## config.mk

```make
export PLATFORM = sky130hd
export DESIGN_NAME = nibtmr_top
export DESIGN_NICKNAME = d
export VERILOG_FILES = /design/src/rtl/nibtmr_pkg.sv /design/src/rtl/nibtmr_decode.sv /design/src/rtl/nibtmr_counter.sv /design/src/rtl/nibtmr_top.sv
export SDC_FILE = /design/constraint.sdc
export NUM_CORES = 1
export LEC_CHECK = 0
export BUFFER_PORTS_ARGS = -buffer_cell sky130_fd_sc_hd__buf_2
export CAP_MARGIN = 20
export CORE_AREA = 2 2 130 132
export CTS_BUF_LIST = sky130_fd_sc_hd__clkbuf_4
export CTS_CLUSTER_DIAMETER = 50
export DETAILED_ROUTE_END_ITERATION = 10
export DIE_AREA = 0 0 132 134
export HOLD_SLACK_MARGIN = 0.02
export SLEW_MARGIN = 20
export SYNTH_ARGS = -nofsm -noshare
export SYNTH_HDL_FRONTEND = slang
export SYNTH_SLANG_ARGS = --single-unit
export TNS_END_PERCENT = 100
```

## constraint.sdc

```tcl
create_clock -name clk -period 5.8 [get_ports clk]
set_clock_uncertainty 0.2 [all_clocks]
set_input_delay 0.29 -clock clk [delete_from_list [all_inputs] [get_ports clk]]
set_output_delay 0.29 -clock clk [all_outputs]
set_load 0.005 [all_outputs]
```

## src/rtl/nibtmr_pkg.sv

```systemverilog
package nibtmr_pkg;
    localparam int NIB_W = 4;
    localparam int CNT_W = 2 * NIB_W;
    localparam int N_CNT = 4;
    localparam int CMD_W = 11;
    localparam int IDX_W = $clog2(N_CNT);

    // counter slots
    localparam int IDX_PS = 0;
    localparam int IDX_T1 = 1;
    localparam int IDX_T2 = 2;
    localparam int IDX_T3 = 3;

    // command bit positions
    localparam int C_RD_PS  = 0;
    localparam int C_WR_PS  = 1;
    localparam int C_RD_T1  = 2;
    localparam int C_WR_T1  = 3;
    localparam int C_WR_R1  = 4;
    localparam int C_RD_T2  = 5;
    localparam int C_WR_T2  = 6;
    localparam int C_RD_T3  = 7;
    localparam int C_WR_T3  = 8;
    localparam int C_WR_R3H = 9;
    localparam int C_LD_T3  = 10;

    typedef logic [CNT_W-1:0] cnt_t;
    typedef logic [NIB_W-1:0] nib_t;

    typedef struct packed {
        logic [N_CNT-1:0] wr_cnt;
        logic [N_CNT-1:0] wr_rl;
        logic [N_CNT-1:0] wr_rh;
        logic [N_CNT-1:0] ld_low;
        logic             rd_en;
        logic [IDX_W-1:0] rd_idx;
    } strobe_t;

    function automatic cnt_t join_nib(input nib_t hi, input nib_t lo);
        return {hi, lo};
    endfunction
endpackage

```

## src/rtl/nibtmr_decode.sv

```systemverilog
module nibtmr_decode
    import nibtmr_pkg::*;
(
    input  logic [CMD_W-1:0] cmd,
    output strobe_t          stb
);
    always_comb begin
        stb = '0;
        if ($onehot(cmd)) begin
            stb.wr_cnt[IDX_PS] = cmd[C_WR_PS];
            stb.wr_cnt[IDX_T1] = cmd[C_WR_T1];
            stb.wr_cnt[IDX_T2] = cmd[C_WR_T2];
            stb.wr_cnt[IDX_T3] = cmd[C_WR_T3];
            stb.wr_rl[IDX_T1]  = cmd[C_WR_R1];
            stb.wr_rh[IDX_T3]  = cmd[C_WR_R3H];
            stb.ld_low[IDX_T3] = cmd[C_LD_T3];
            stb.rd_en = cmd[C_RD_PS] | cmd[C_RD_T1] | cmd[C_RD_T2] | cmd[C_RD_T3];
            if (cmd[C_RD_T1])      stb.rd_idx = IDX_W'(IDX_T1);
            else if (cmd[C_RD_T2]) stb.rd_idx = IDX_W'(IDX_T2);
            else if (cmd[C_RD_T3]) stb.rd_idx = IDX_W'(IDX_T3);
            else                   stb.rd_idx = IDX_W'(IDX_PS);
        end
    end
endmodule

```

## src/rtl/nibtmr_counter.sv

```systemverilog
module nibtmr_counter
    import nibtmr_pkg::*;
#(
    parameter bit DUAL = 1'b0
) (
    input  logic clk,
    input  logic rst,
    input  logic tick,
    input  logic wr_cnt,
    input  logic wr_rl,
    input  logic wr_rh,
    input  logic ld_low,
    input  cnt_t din,
    output cnt_t cnt_q,
    output logic uf,
    output logic phase_q
);
    cnt_t rl_q;
    cnt_t rh_q;
    logic zero;

    assign zero = (cnt_q == '0);
    assign uf   = tick && zero;

    always_ff @(posedge clk) begin
        if (rst) begin
            cnt_q   <= '0;
            rl_q    <= '0;
            rh_q    <= '0;
            phase_q <= 1'b0;
        end else begin
            if (wr_cnt || wr_rl) rl_q <= din;
            if (wr_rh)           rh_q <= din;
            if (wr_cnt) begin
                cnt_q   <= din;
                phase_q <= 1'b0;
            end else if (ld_low) begin
                cnt_q   <= rl_q;
                phase_q <= 1'b0;
            end else if (tick) begin
                if (!zero) begin
                    cnt_q <= cnt_q - 1'b1;
                end else if (DUAL && !phase_q) begin
                    cnt_q   <= rh_q;
                    phase_q <= 1'b1;
                end else begin
                    cnt_q   <= rl_q;
                    phase_q <= 1'b0;
                end
            end
        end
    end


    wr_load_chk: assert property (@(posedge clk) disable iff (rst)
        wr_cnt |=> (cnt_q == $past(din)));


    dec_step_chk: assert property (@(posedge clk) disable iff (rst)
        (tick && !zero && !wr_cnt && !ld_low) |=> (cnt_q == $past(cnt_q) - 1'b1));


    ld_low_chk: assert property (@(posedge clk) disable iff (rst)
        (ld_low && !wr_cnt) |=> (cnt_q == $past(rl_q)));


    rl_only_chk: assert property (@(posedge clk) disable iff (rst)
        (wr_rl && !wr_cnt && !ld_low && !tick) |=> $stable(cnt_q));


    phase_flip_chk: assert property (@(posedge clk) disable iff (rst)
        (DUAL && uf && !phase_q && !wr_cnt && !ld_low) |=> phase_q);
endmodule

```

## src/rtl/nibtmr_top.sv

```systemverilog
module nibtmr_top
    import nibtmr_pkg::*;
(
    input  logic             clk,
    input  logic             rst,
    input  logic [CMD_W-1:0] cmd,
    input  logic [NIB_W-1:0] lo_in,
    input  logic [NIB_W-1:0] hi_in,
    input  logic [N_CNT-1:0] tick,
    output logic [NIB_W-1:0] lo_out,
    output logic [NIB_W-1:0] hi_out,
    output logic [N_CNT-1:0] uf,
    output logic [N_CNT-1:0] phase
);
    strobe_t stb;
    cnt_t    din;
    cnt_t    cnt_q [N_CNT];
    cnt_t    rd_val;

    assign din = join_nib(hi_in, lo_in);

    nibtmr_decode i_decode (
        .cmd (cmd),
        .stb (stb)
    );

    for (genvar i = 0; i < N_CNT; i++) begin : g_cnt
        nibtmr_counter #(.DUAL(i == IDX_T3)) i_counter (
            .clk     (clk),
            .rst     (rst),
            .tick    (tick[i]),
            .wr_cnt  (stb.wr_cnt[i]),
            .wr_rl   (stb.wr_rl[i]),
            .wr_rh   (stb.wr_rh[i]),
            .ld_low  (stb.ld_low[i]),
            .din     (din),
            .cnt_q   (cnt_q[i]),
            .uf      (uf[i]),
            .phase_q (phase[i])
        );
    end

    assign rd_val = stb.rd_en ? cnt_q[stb.rd_idx] : '0;
    assign hi_out = rd_val[CNT_W-1:NIB_W];
    assign lo_out = rd_val[NIB_W-1:0];


    one_action_chk: assert property (@(posedge clk) disable iff (rst)
        $onehot0({stb.wr_cnt, stb.wr_rl, stb.wr_rh, stb.ld_low, stb.rd_en}));


    multi_quiet_chk: assert property (@(posedge clk) disable iff (rst)
        ($countones(cmd) > 1) |-> ({hi_out, lo_out} == '0));


    phase_low_chk: assert property (@(posedge clk) disable iff (rst)
        (phase[IDX_T3-1:0] == '0));
endmodule

```

==> flow_summary_export.csv, run 1 <==
group,metric,value,unit
outcome,outcome,"complete, no violations",
worst_setup_path,worstPathArrival,4120,ps
placed_design,gp_congestion,0.8342,
synth,ys_ff_latch,73,
floorplan,die_x,132,um
power_and_ir_drop,p_int,1.472,mW
routing,wl_per_cell,16.86,um
routing,routed_wl,14050,um
floorplan,io_pins,41,
floorplan,start_util,29.66,%
clock_network,cts_buffer_depth,2,
synth,async_flop_share,0,%
clock_network,clk_latency,450,ps
worst_hold_path,hp-class,"in2reg",
power_and_ir_drop,power.share.sequential,32.1,%
final_layout,finalNetCount,655,
routing,first_iter_violations,250,
timing,slew_violations,0,
final_layout,final_common_cell,"dfxtp_1",
power_and_ir_drop,p_clk_share,13.9,%
timing,finalCritPeriodShare,79.46,%
timing,rsz0062_at_grt,"false",
clock_network,post-cts-setup-buffers,0,
synth,postSynthCellCount,600,
timing,min_period,4609,ps
routing,ant_nets,0,
global_routing,grt_overflow,0,
power_and_ir_drop,power_leakage,1.972,nW
final_layout,final_util,32.40,%
worst_setup_path,start_kind,"input pin",
worst_setup_path,cp_slowest_cell,"fa_1",
synth,yosysWarnings,0,
timing,hold_viol_final,0,
floorplan,core.rowCount,47,
clock_network,cts_root_buffer,"clkbuf_4",
placed_design,dp_hpwl,9830,um
routing,viasPerCell,5.337,
timing,setup_viol,0,
floorplan,core_area,16290,um2
power_and_ir_drop,combinationalPowerShare,54.0,%
worst_setup_path,ff2ff_setup_slack,3460,ps
routing,first_pass_iters,5,
timing,worst_pin_slew,944.4,ps
worst_setup_path,r2r_end,"g_cnt[2].i_counter.cnt_q[3]$_SDFFE_PP0P_",
final_layout,stdcell_area,5278,um2
synth,syn-cell-area,4831,um2
worst_setup_path,endpoint,"hi_out[0]",
floorplan,die_height,134,um
routing,detailroute.via_count,4446,
clock_network,htree_levels,3,
synth,synth_flop_cell,"dfxtp_1",
final_layout,layout-drive-gt1-share,12.72,%
final_layout,antenna_cells,0,
floorplan,die_area,17690,um2
power_and_ir_drop,p_per_area,510.3,nW/um2
power_and_ir_drop,switchingPower,1.221,mW
worst_setup_path,critPathTopFamily,"adder cells",
worst_setup_path,crit_buf_inv,5,
global_routing,grt_pass1_vias,4068,
worst_setup_path,required,5310,ps
worst_setup_path,worst-path-stages,14,
power_and_ir_drop,switching_share,45.35,%
worst_setup_path,endpoint_kind,"primary output",
worst_setup_path,path_cells,"buf_2 -> ha_1 -> inv_1 -> fa_1 -> inv_1 -> fa_1 -> fa_1 -> ha_1 -> fa_1 -> nor3b_2 -> buf_4 -> nand3_1 -> nor2_1 -> buf_2",
run,drv_cap,0,
power_and_ir_drop,ir_worst_vdd,0.3395,mV
clock_network,cts.sinks,73,
timing,fmax,217.0,MHz
clock_network,tritoncts,"built",
synth,seq_area_frac_synth,30.25,%
timing,whs,52.34,ps
synth,synth_edf_count,0,
worst_setup_path,reg2reg_depth,6,
placed_design,placed_area,5030,um2
placed_design,port_buffers,37,
timing,setup_tns,0,ps
global_routing,grt_use_total,16.05,%
clock_network,cts_inserted_buffers,9,
clock_network,clk_pin_slew_worst_paths,130,ps
worst_setup_path,crit_start,"cmd[8]",
worst_setup_path,cp_max_fo,20,
global_routing,grt_max_degree,48,
synth,syn_avg_cell_area,8.051,um2
final_layout,final_cell_mix,"73 x dfxtp_1, 65 x nand2_1, 54 x nor2_1",
worst_setup_path,slowest_delay,530,ps
worst_setup_path,crit-reg2reg-launch,"g_cnt[2].i_counter.cnt_q[0]$_SDFFE_PP0P_",
timing,relSlewSlack,36.56,%
clock_network,cts_resized,0,
synth,yosysUniqueCellTypes,70,
worst_setup_path,path_common_cell,"fa_1",
global_routing,grt_pass1_wl,22580,um
final_layout,area_growth,9.246,%
power_and_ir_drop,p_total,2.693,mW
routing,remaining_drc_errors,0,
worst_setup_path,worstSetupPathType,"in2out",
global_routing,grt_antenna_before_repair,0,
## power by group through the flow
stage          clock network [mW]  registers [mW]  logic, mW
3_3_place_gp                    0           0.872       1.42
4_1_cts                     0.382           0.858       1.44
2_1_floorplan                   0           0.748       1.27
6_report                    0.375           0.864       1.45
5_1_grt                     0.401           0.886       1.63
3_5_place_dp                    0           0.869       1.43
## routing by layer
layer / share of wire [%] / track usage (%) / up-vias
met2: 46 / 25.69 / 132
met3: 5.2 / 3.326 / 16
li1: - / - / 2170
met5: 0 / 0 / -
met4: 1.5 / 4.469 / 0
met1: 47 / 21.92 / 2128
## cells in the mapped netlist (11+ instances only)
library cell / n / area [um2]
clkbuf_1: 32 / 120.1
a311oi_1: 11 / 96.34
inv_1: 28 / 105.1
nand3_1: 13 / 65.06
mux2i_1: 26 / 260.3
nand2_1: 65 / 244.0
dfxtp_1: 73 / 1461
o21ai_0: 14 / 70.07
nand3b_1: 11 / 82.58
a21oi_1: 49 / 245.2
ha_1: 16 / 200.2
a22oi_1: 12 / 90.09
nor3b_1: 11 / 82.58
nor2_1: 54 / 202.7
## what timing repair did
item	4_1_cts	5_1_grt
endpoints found under the hold margin	23	0
setup endpoints to repair	0	0
hold buffers	9	0
## sequential cells by signal, indices dropped and copies added, names as in the netlist
signal                   count
g_cnt.i_counter.phase_q      1
g_cnt.i_counter.cnt_q       32
g_cnt.i_counter.rh_q         8
g_cnt.i_counter.rl_q        32
## area by class of cell
class / count / area [um2]
well taps: 220 / 275.3
inverters: 28 / 105.1
fillers: 1759 / 11010
repair buffers: 51 / 312.8
clock inverters: 6 / 82.58
flip-flops and latches: 73 / 1461
clock buffers: 10 / 75.07
multi-input cells: 445 / 2965
## worst min-delay path by stage
stage	startpoint	slack [ps]	to	depth (start not counted)
final	hi_in[2]	50	g_cnt[3].i_counter.rl_q[6]$_SDFFE_PP0P_	3
after global routing	hi_in[2]	40	g_cnt[3].i_counter.rl_q[6]$_SDFFE_PP0P_	3
after CTS	hi_in[2]	30	g_cnt[3].i_counter.rl_q[6]$_SDFFE_PP0P_	3
after detailed placement	g_cnt[0].i_counter.rl_q[6]$_SDFFE_PP0P_	250	g_cnt[0].i_counter.rl_q[6]$_SDFFE_PP0P_	2
after global placement	g_cnt[2].i_counter.rl_q[2]$_SDFFE_PP0P_	240	g_cnt[2].i_counter.rl_q[2]$_SDFFE_PP0P_	2
after floorplan	hi_in[3]	230	g_cnt[3].i_counter.rl_q[7]$_SDFFE_PP0P_	2
## cell families (layout without fill, tap and decap cells)
kind of cell / Yosys count / count (layout) / synth area share [%]
flops: 73 / 73 / 30.25
xor+xnor: 13 / 13 / 2.357
mux: 29 / 29 / 6.086
other cells: 1 / 3 / 0.07763
buf+inv: 84 / 95 / 8.625
fa+ha+maj: 22 / 22 / 6.630
compound gates: 161 / 161 / 22.95
simple gates: 217 / 217 / 23.03
## tightest hold or removal path: cells and delay by family
kind | cells | cell delay (ps)
compound gates | 1 | 60
buf+inv | 1 | 210
simple gates | 1 | 100
## through the flow
| step | setup WS, ps | std cells |
|---|---|---|
| after CTS | 1186 | 833 |
| after global routing | 979.6 | 833 |
| after global placement | 994.2 | 808 |
| final | 1191 | 833 |
| after detailed placement | 936.4 | 808 |
| after floorplan | 1531 | 602 |
Note: power is estimated with default switching activity, not from simulation.
==> inputs of run 2 (changes only) <==
- ABC_AREA: not set -> 1
- clock period: 5.8 -> 3.9 ns (I/O delays scaled with it)
==> run 2 against run 1 <==
  * The run now ends with negative setup slack left
  * Sequential cell count did not move
  * Die area did not move
  * Global-route usage rose by 1.1 points
  * Non-clock buffer count rose by 52
  * Synthesized area fell by 0.52%
  * Wire length rose by 4.8%
  * Critical path depth rose by 4
  * Worst setup slack got worse by 1500 ps
  * Synthesized cell count rose by 29%
  * Final cell count rose by 31%
  * Cell area rose by 13%
  * Largest cell class unchanged
  * Largest power group unchanged
==> flow_summary_export.csv, run 2 <==
group,metric,value,unit
outcome,outcome,"finished, violations left",
outcome,violations,"negative setup slack",
worst_setup_path,required,3500,ps
worst_setup_path,cp_max_fo,5,
synth,yosysUniqueCellTypes,30,
floorplan,die_height,134,um
clock_network,cts.sinks,73,
floorplan,io_pins,41,
global_routing,grt_max_degree,48,
placed_design,dp_cells,1055,
global_routing,grt_use_total,17.15,%
global_routing,grt_pass1_vias,4778,
global_routing,grt_pass1_wl,24030,um
timing,setup_viol,8,
routing,first_iter_violations,297,
placed_design,pre_cts_slack,-422.5,ps
synth,ys_ff_latch,73,
power_and_ir_drop,p_total,4.794,mW
timing,rsz0062_at_grt,"true",
global_routing,grt-busiest-layer,"met2",
synth,synth_top_area_share,30.41,%
floorplan,core.rowCount,47,
global_routing,grt_overflow,0,
synth,synth_commonest_cells,"214 x nand2_1, 110 x nor2_1, 100 x inv_1",
routing,viasPerCell,4.616,
worst_setup_path,start_kind,"input pin",
run,drv_cap,0,
synth,yosysWarnings,0,
routing,first_pass_iters,5,
floorplan,core_area,16290,um2
routing,detailroute.via_count,5036,
routing,ant_nets,0,
global_routing,grtUsageMet2,27.92,%
timing,relSlewSlack,45.73,%
final_layout,final_cell_mix,"211 x nand2_1, 110 x nor2_1, 92 x inv_1",
floorplan,start_util,29.50,%
power_and_ir_drop,ir_worst_vdd,0.2451,mV
synth,yosysMostFrequentCell,"nand2_1",
synth,postSynthCellCount,776,
placed_design,port_buffers,37,
global_routing,grt_antenna_before_repair,1,
synth,synth_area_leaders,"dfxtp_1 30%, nand2_1 17%, nor2_1 8.6%",
final_layout,area_growth,23.93,%
timing,min_period,4187,ps
power_and_ir_drop,power_leakage,2.860,nW
final_layout,final_common_cell,"nand2_1",
synth,synth_top_area_cell,"dfxtp_1",
floorplan,die_x,132,um
global_routing,grtUsageMet3,3.061,%
synth,async_flop_share,0,%
timing,layout_setup_ws,-287.0,ps
worst_setup_path,worstSetupPathType,"in2out",
timing,slew_violations,0,
timing,hold_viol_final,0,
clock_network,cts_buffer_depth,2,
clock_network,htree_levels,3,
synth,seq_area_frac_synth,30.41,%
synth,syn-cell-area,4806,um2
routing,routed_wl,14720,um
final_layout,layout-drive-gt1-share,17.01,%
synth,syn_avg_cell_area,6.193,um2
placed_design,dp_hpwl,10660,um
global_routing,use_met1,22.73,%
synth,synth_edf_count,0,
routing,wl_per_cell,13.49,um
clock_network,tritoncts,"built",
clock_network,cts_root_buffer,"clkbuf_4",
final_layout,layoutNonFillerInstCount,1091,
timing,finalCritPeriodShare,107.4,%
timing,fmax,238.8,MHz
synth,synth_flop_cell,"dfxtp_1",
placed_design,gp_congestion,0.8704,
final_layout,finalNetCount,912,
worst_setup_path,endpoint_kind,"primary output",
routing,remaining_drc_errors,0,
floorplan,die_area,17690,um2
clock_network,clk_pin_slew_worst_paths,130,ps
worst_setup_path,worstPathArrival,3790,ps
final_layout,top_regs,"g_cnt.i_counter.cnt_q x32, g_cnt.i_counter.rl_q x32, g_cnt.i_counter.rh_q x8",
power_and_ir_drop,p_per_area,805.0,nW/um2
worst_hold_path,hp-class,"in2reg",
timing,worst_pin_slew,813.1,ps
clock_network,clk_latency,460,ps
clock_network,cts_inserted_buffers,9,
-- run 2: cell count changes after synthesis, moves of 11 or more --
cell	before	now
nand2_1	65	214
inv_1	28	100
nor2_1	54	110
nand3_1	13	62
o21ai_0	14	62
mux2i_1	26	0
clkbuf_1	32	8
a21oi_1	49	66
a22oi_1	12	0
a311oi_1	11	0
nor3b_1	11	0
-- run 2: layout make-up --
type / instances / area [um2]
Clock inverter: 7 / 95.09
Inverter: 104 / 394.1
Antenna cell: 1 / 2.502
Multi-Input combinational cell: 574 / 2887
Fill cell: 1804 / 10330
Clock buffer: 9 / 67.56
Sequential cell: 73 / 1461
Tap cell: 220 / 275.3
Timing Repair Buffer: 103 / 773.2
-- run 2: worst max-delay path, cell delays in order --
cell and delay, ps:
buf_4 100, ha_4 130, inv_2 30, fa_1 510, inv_2 40, fa_1 570, fa_1 440, ha_2 190
fa_1 440, inv_1 60, nand2_1 40, nor2_1 120, nand2_1 100, a21oi_1 240, inv_2 130, buf_4 170
a21oi_2 140, buf_2 140
-- run 2: layer usage --
layer,up-vias,share of wire (%)
met3,21,4.8
met4,0,2.5
li1,2623,-
met5,-,0
met2,126,44
met1,2266,49
-- run 2: final timing paths --
| path | from | to | slack (ps) | cells after the start |
|---|---|---|---|---|
| setup / recovery | cmd[5] | lo_out[3] | -290 | 18 |
| hold / removal | cmd[10] | g_cnt[3].i_counter.phase_q$_SDFFE_PP0P_ | 80 | 5 |
| setup reg to reg | g_cnt[1].i_counter.cnt_q[1]$_SDFFE_PP0P_ | g_cnt[1].i_counter.cnt_q[1]$_SDFFE_PP0P_ | 1870 | 9 |
| hold reg to reg | g_cnt[3].i_counter.rh_q[0]$_SDFFE_PP0P_ | g_cnt[3].i_counter.rh_q[0]$_SDFFE_PP0P_ | 250 | 2 |
-- run 2: power breakdown --
group	leakage, nW	total, mW	internal (mW)	switching (mW)
logic	2.18	3.04	1.15	1.88
clock network	0.0859	0.559	0.259	0.300
registers	0.596	1.20	0.993	0.205
-- run 2: kinds of logic after synthesis --
| kind of cell | share of synthesized area (%) |
|---|---|
| compound gates | 15.36 |
| simple gates | 33.98 |
| xor+xnor | 1.458 |
| fa+ha+maj | 6.665 |
| buf+inv | 12.05 |
| other cells | 0.07803 |
| flops | 30.41 |
-- run 2: per-stage QoR --
step,utilization [%],TNS (ps),hold WS [ps],area [um2]
6_report,36.56,-2203,80.48,5956
5_1_grt,36.56,-3437,90.52,5956
4_1_cts,36.41,-2454,29.43,5931
3_5_place_dp,33.65,-21300,242.4,5482
3_3_place_gp,33.65,-16070,237.1,5482
2_1_floorplan,-,0,153.3,4836
-- run 2: timing repair --
action	in CTS	in global routing
pin swaps	23	8
endpoints found under the setup margin	8	25
buffers inserted	3	0
gates cloned	1	0
hold endpoints to repair	66	0
hold buffers	15	0
resized for setup	33	7
==> inputs of run 3 (changes only) <==
==> constraint.sdc (replaced) <==
create_clock -name clk -period 3.5 [get_ports clk]
set_clock_uncertainty 0.2 [all_clocks]
set_input_delay 0.875 -clock clk [delete_from_list [all_inputs] [get_ports clk]]
set_output_delay 0.875 -clock clk [all_outputs]
set_load 0.005 [all_outputs]
==> run 3 against run 2 <==
  * The run still ends with negative setup slack left
  * Critical path depth down 1
  * Wire length down 0.23%
  * Sequential cell count unchanged
  * Total power up 18%
  * Cell area up 3.7%
  * Core utilization up 1.3 points
  * Critical path type unchanged
  * Highest routed layer unchanged
==> flow_summary_export.csv, run 3 (same netlist as run 2, synthesis figures left out) <==
group,metric,value,unit
outcome,outcome,"finished, violations left",
outcome,violations,"negative setup slack",
worst_setup_path,crit_start,"cmd[4]",
worst_setup_path,start_kind,"input pin",
timing,layout_setup_ws,-1920,ps
clock_network,cts_buffer_depth,2,
timing,whs,254.6,ps
power_and_ir_drop,power_leakage,2.866,nW
timing,relSlewSlack,37.52,%
global_routing,grt_max_degree,48,
power_and_ir_drop,p_per_area,913.3,nW/um2
routing,first_iter_violations,381,
worst_setup_path,reg2reg_depth,10,
power_and_ir_drop,p_int,2.849,mW
floorplan,die_area,17690,um2
placed_design,port_buffers,37,
worst_setup_path,r2r_end,"g_cnt[3].i_counter.cnt_q[5]$_SDFFE_PP0P_",
final_layout,finalNetCount,906,
power_and_ir_drop,p_clk_share,10.9,%
global_routing,grt_pass1_vias,4587,
timing,hold_viol_final,0,
power_and_ir_drop,switching_share,49.47,%
routing,routed_wl,14690,um
final_layout,layout-drive-gt1-share,21.53,%
routing,wl_per_cell,13.55,um
floorplan,die_x,132,um
placed_design,gp_congestion,0.8550,
power_and_ir_drop,combinationalPowerShare,65.3,%
routing,detailroute.via_count,5067,
worst_setup_path,ff2ff_setup_slack,1550,ps
clock_network,clk_latency,450,ps
floorplan,io_pins,41,
clock_network,cts_inserted_buffers,9,
timing,fmax,184.5,MHz
floorplan,die_height,134,um
final_layout,layoutNonFillerInstCount,1084,
timing,min_period,5420,ps
floorplan,core_area,16290,um2
global_routing,grt_overflow,0,
floorplan,start_util,29.50,%
power_and_ir_drop,p_total,5.638,mW
clock_network,cts_root_buffer,"clkbuf_4",
worst_hold_path,hp-class,"reg2reg",
clock_network,clk_pin_slew_worst_paths,110,ps
timing,slew_violations,0,
worst_setup_path,endpoint,"lo_out[1]",
routing,ant_nets,0,
placed_design,dp_hpwl,10410,um
placed_design,dp_cells,1052,
routing,viasPerCell,4.674,
run,drv_cap,0,
timing,rsz0062_at_grt,"true",
global_routing,grt_antenna_before_repair,0,
power_and_ir_drop,switchingPower,2.789,mW
clock_network,cts.sinks,73,
placed_design,pre_cts_slack,-1972,ps
worst_setup_path,worstPathArrival,4340,ps
timing,finalCritPeriodShare,154.9,%
clock_network,tritoncts,"built",
worst_setup_path,worstSetupPathType,"in2out",
worst_setup_path,cp_max_fo,11,
timing,setup_tns,-79600,ps
worst_setup_path,crit-reg2reg-launch,"g_cnt[3].i_counter.cnt_q[1]$_SDFFE_PP0P_",
floorplan,core.rowCount,47,
power_and_ir_drop,power.share.sequential,23.8,%
global_routing,grt_pass1_wl,23320,um
final_layout,final_common_cell,"nand2_1",
power_and_ir_drop,ir_worst_vdd,0.3287,mV
worst_setup_path,endpoint_kind,"primary output",
timing,setup_viol,81,
global_routing,grt_use_total,16.59,%
timing,worst_pin_slew,936.1,ps
final_layout,final_cell_mix,"197 x nand2_1, 108 x nor2_1, 91 x inv_1",
final_layout,top_regs,"g_cnt.i_counter.cnt_q x32, g_cnt.i_counter.rl_q x32, g_cnt.i_counter.rh_q x8",
routing,first_pass_iters,5,
clock_network,htree_levels,3,
final_layout,antenna_cells,0,
final_layout,area_growth,28.46,%
worst_setup_path,required,2420,ps
routing,remaining_drc_errors,0,
[run 3: cell count changes in the layout (fill, tap and decap cells not counted), moves of 4 or more]
cell	change
o21ai_0	-16
dlygate4sd3_1	-15
nand2_1	-14
o21ai_1	+11
nand2_2	+9
buf_6	+7
nand2_8	+6
a21oi_1	-4
a21oi_2	+4
buf_4	-4
o21ai_2	+4
[run 3: worst max-delay path: stages]
cell	delay [ps]
buf_8	80
ha_4	120
inv_2	30
fa_1	520
inv_1	50
fa_1	450
fa_1	500
ha_2	170
fa_2	430
nor2_1	100
nand2_1	90
nor2_4	200
nand2_8	120
clkbuf_16	180
o211ai_1	210
a21oi_2	90
buf_2	130
[run 3: worst min path at each step]
stage                                                  from                                 endpoint  slack (ps)  cells after the start
floorplan           g_cnt[1].i_counter.rl_q[1]$_SDFFE_PP0P_  g_cnt[1].i_counter.rl_q[1]$_SDFFE_PP0P_         220                      2
global placement    g_cnt[1].i_counter.rl_q[1]$_SDFFE_PP0P_  g_cnt[1].i_counter.rl_q[1]$_SDFFE_PP0P_         230                      2
detailed placement  g_cnt[1].i_counter.rl_q[1]$_SDFFE_PP0P_  g_cnt[1].i_counter.rl_q[1]$_SDFFE_PP0P_         240                      2
CTS                 g_cnt[1].i_counter.rl_q[1]$_SDFFE_PP0P_  g_cnt[1].i_counter.rl_q[1]$_SDFFE_PP0P_         250                      2
global route        g_cnt[1].i_counter.rl_q[5]$_SDFFE_PP0P_  g_cnt[1].i_counter.rl_q[5]$_SDFFE_PP0P_         280                      2
finish              g_cnt[1].i_counter.rl_q[1]$_SDFFE_PP0P_  g_cnt[1].i_counter.rl_q[1]$_SDFFE_PP0P_         250                      2
[run 3: layout make-up]
cell class | instances | area [um2]
timing repair buffer | 95 | 762.0
inverter | 104 | 416.7
fill | 1777 | 10120
clock inverter | 6 | 82.58
multi-input combinational | 576 | 3100
sequential | 73 | 1461
tap | 220 | 275.3
clock buffer | 10 | 75.07
[run 3: per-layer routing]
metal  wire, um  global-route usage, %  up-vias
met3        639                  2.834       24
met2       6741                  26.71      105
met1       6982                  22.45     2308
met5          0                      0        -
met4        324                  5.797        0
li1           -                      -     2630
[run 3: power groups by stage]
stage / sequential, mW / clock [mW] / combinational [mW]
global route: 1.37 / 0.665 / 4.20
global placement: 1.36 / 0 / 3.27
floorplan: 1.27 / 0 / 2.55
CTS: 1.34 / 0.633 / 3.42
detailed placement: 1.36 / 0 / 3.27
finish: 1.34 / 0.615 / 3.68
[run 3: timing repair]
item | CTS | global route
buffers inserted | 4 | 9
pin swaps | 12 | 13
endpoints found under the setup margin | 81 | 81
gates resized for setup | 42 | 49
hold endpoints to repair | 0 | 0
hold buffers | 0 | 0
gates cloned | 1 | 4
[run 3: per-stage QoR]
step	util, %	cell area [um2]
after floorplan	-	4917
after global placement	34.02	5542
after detailed placement	34.02	5542
after CTS	36.35	5922
after global routing	37.90	6173
final	37.90	6173
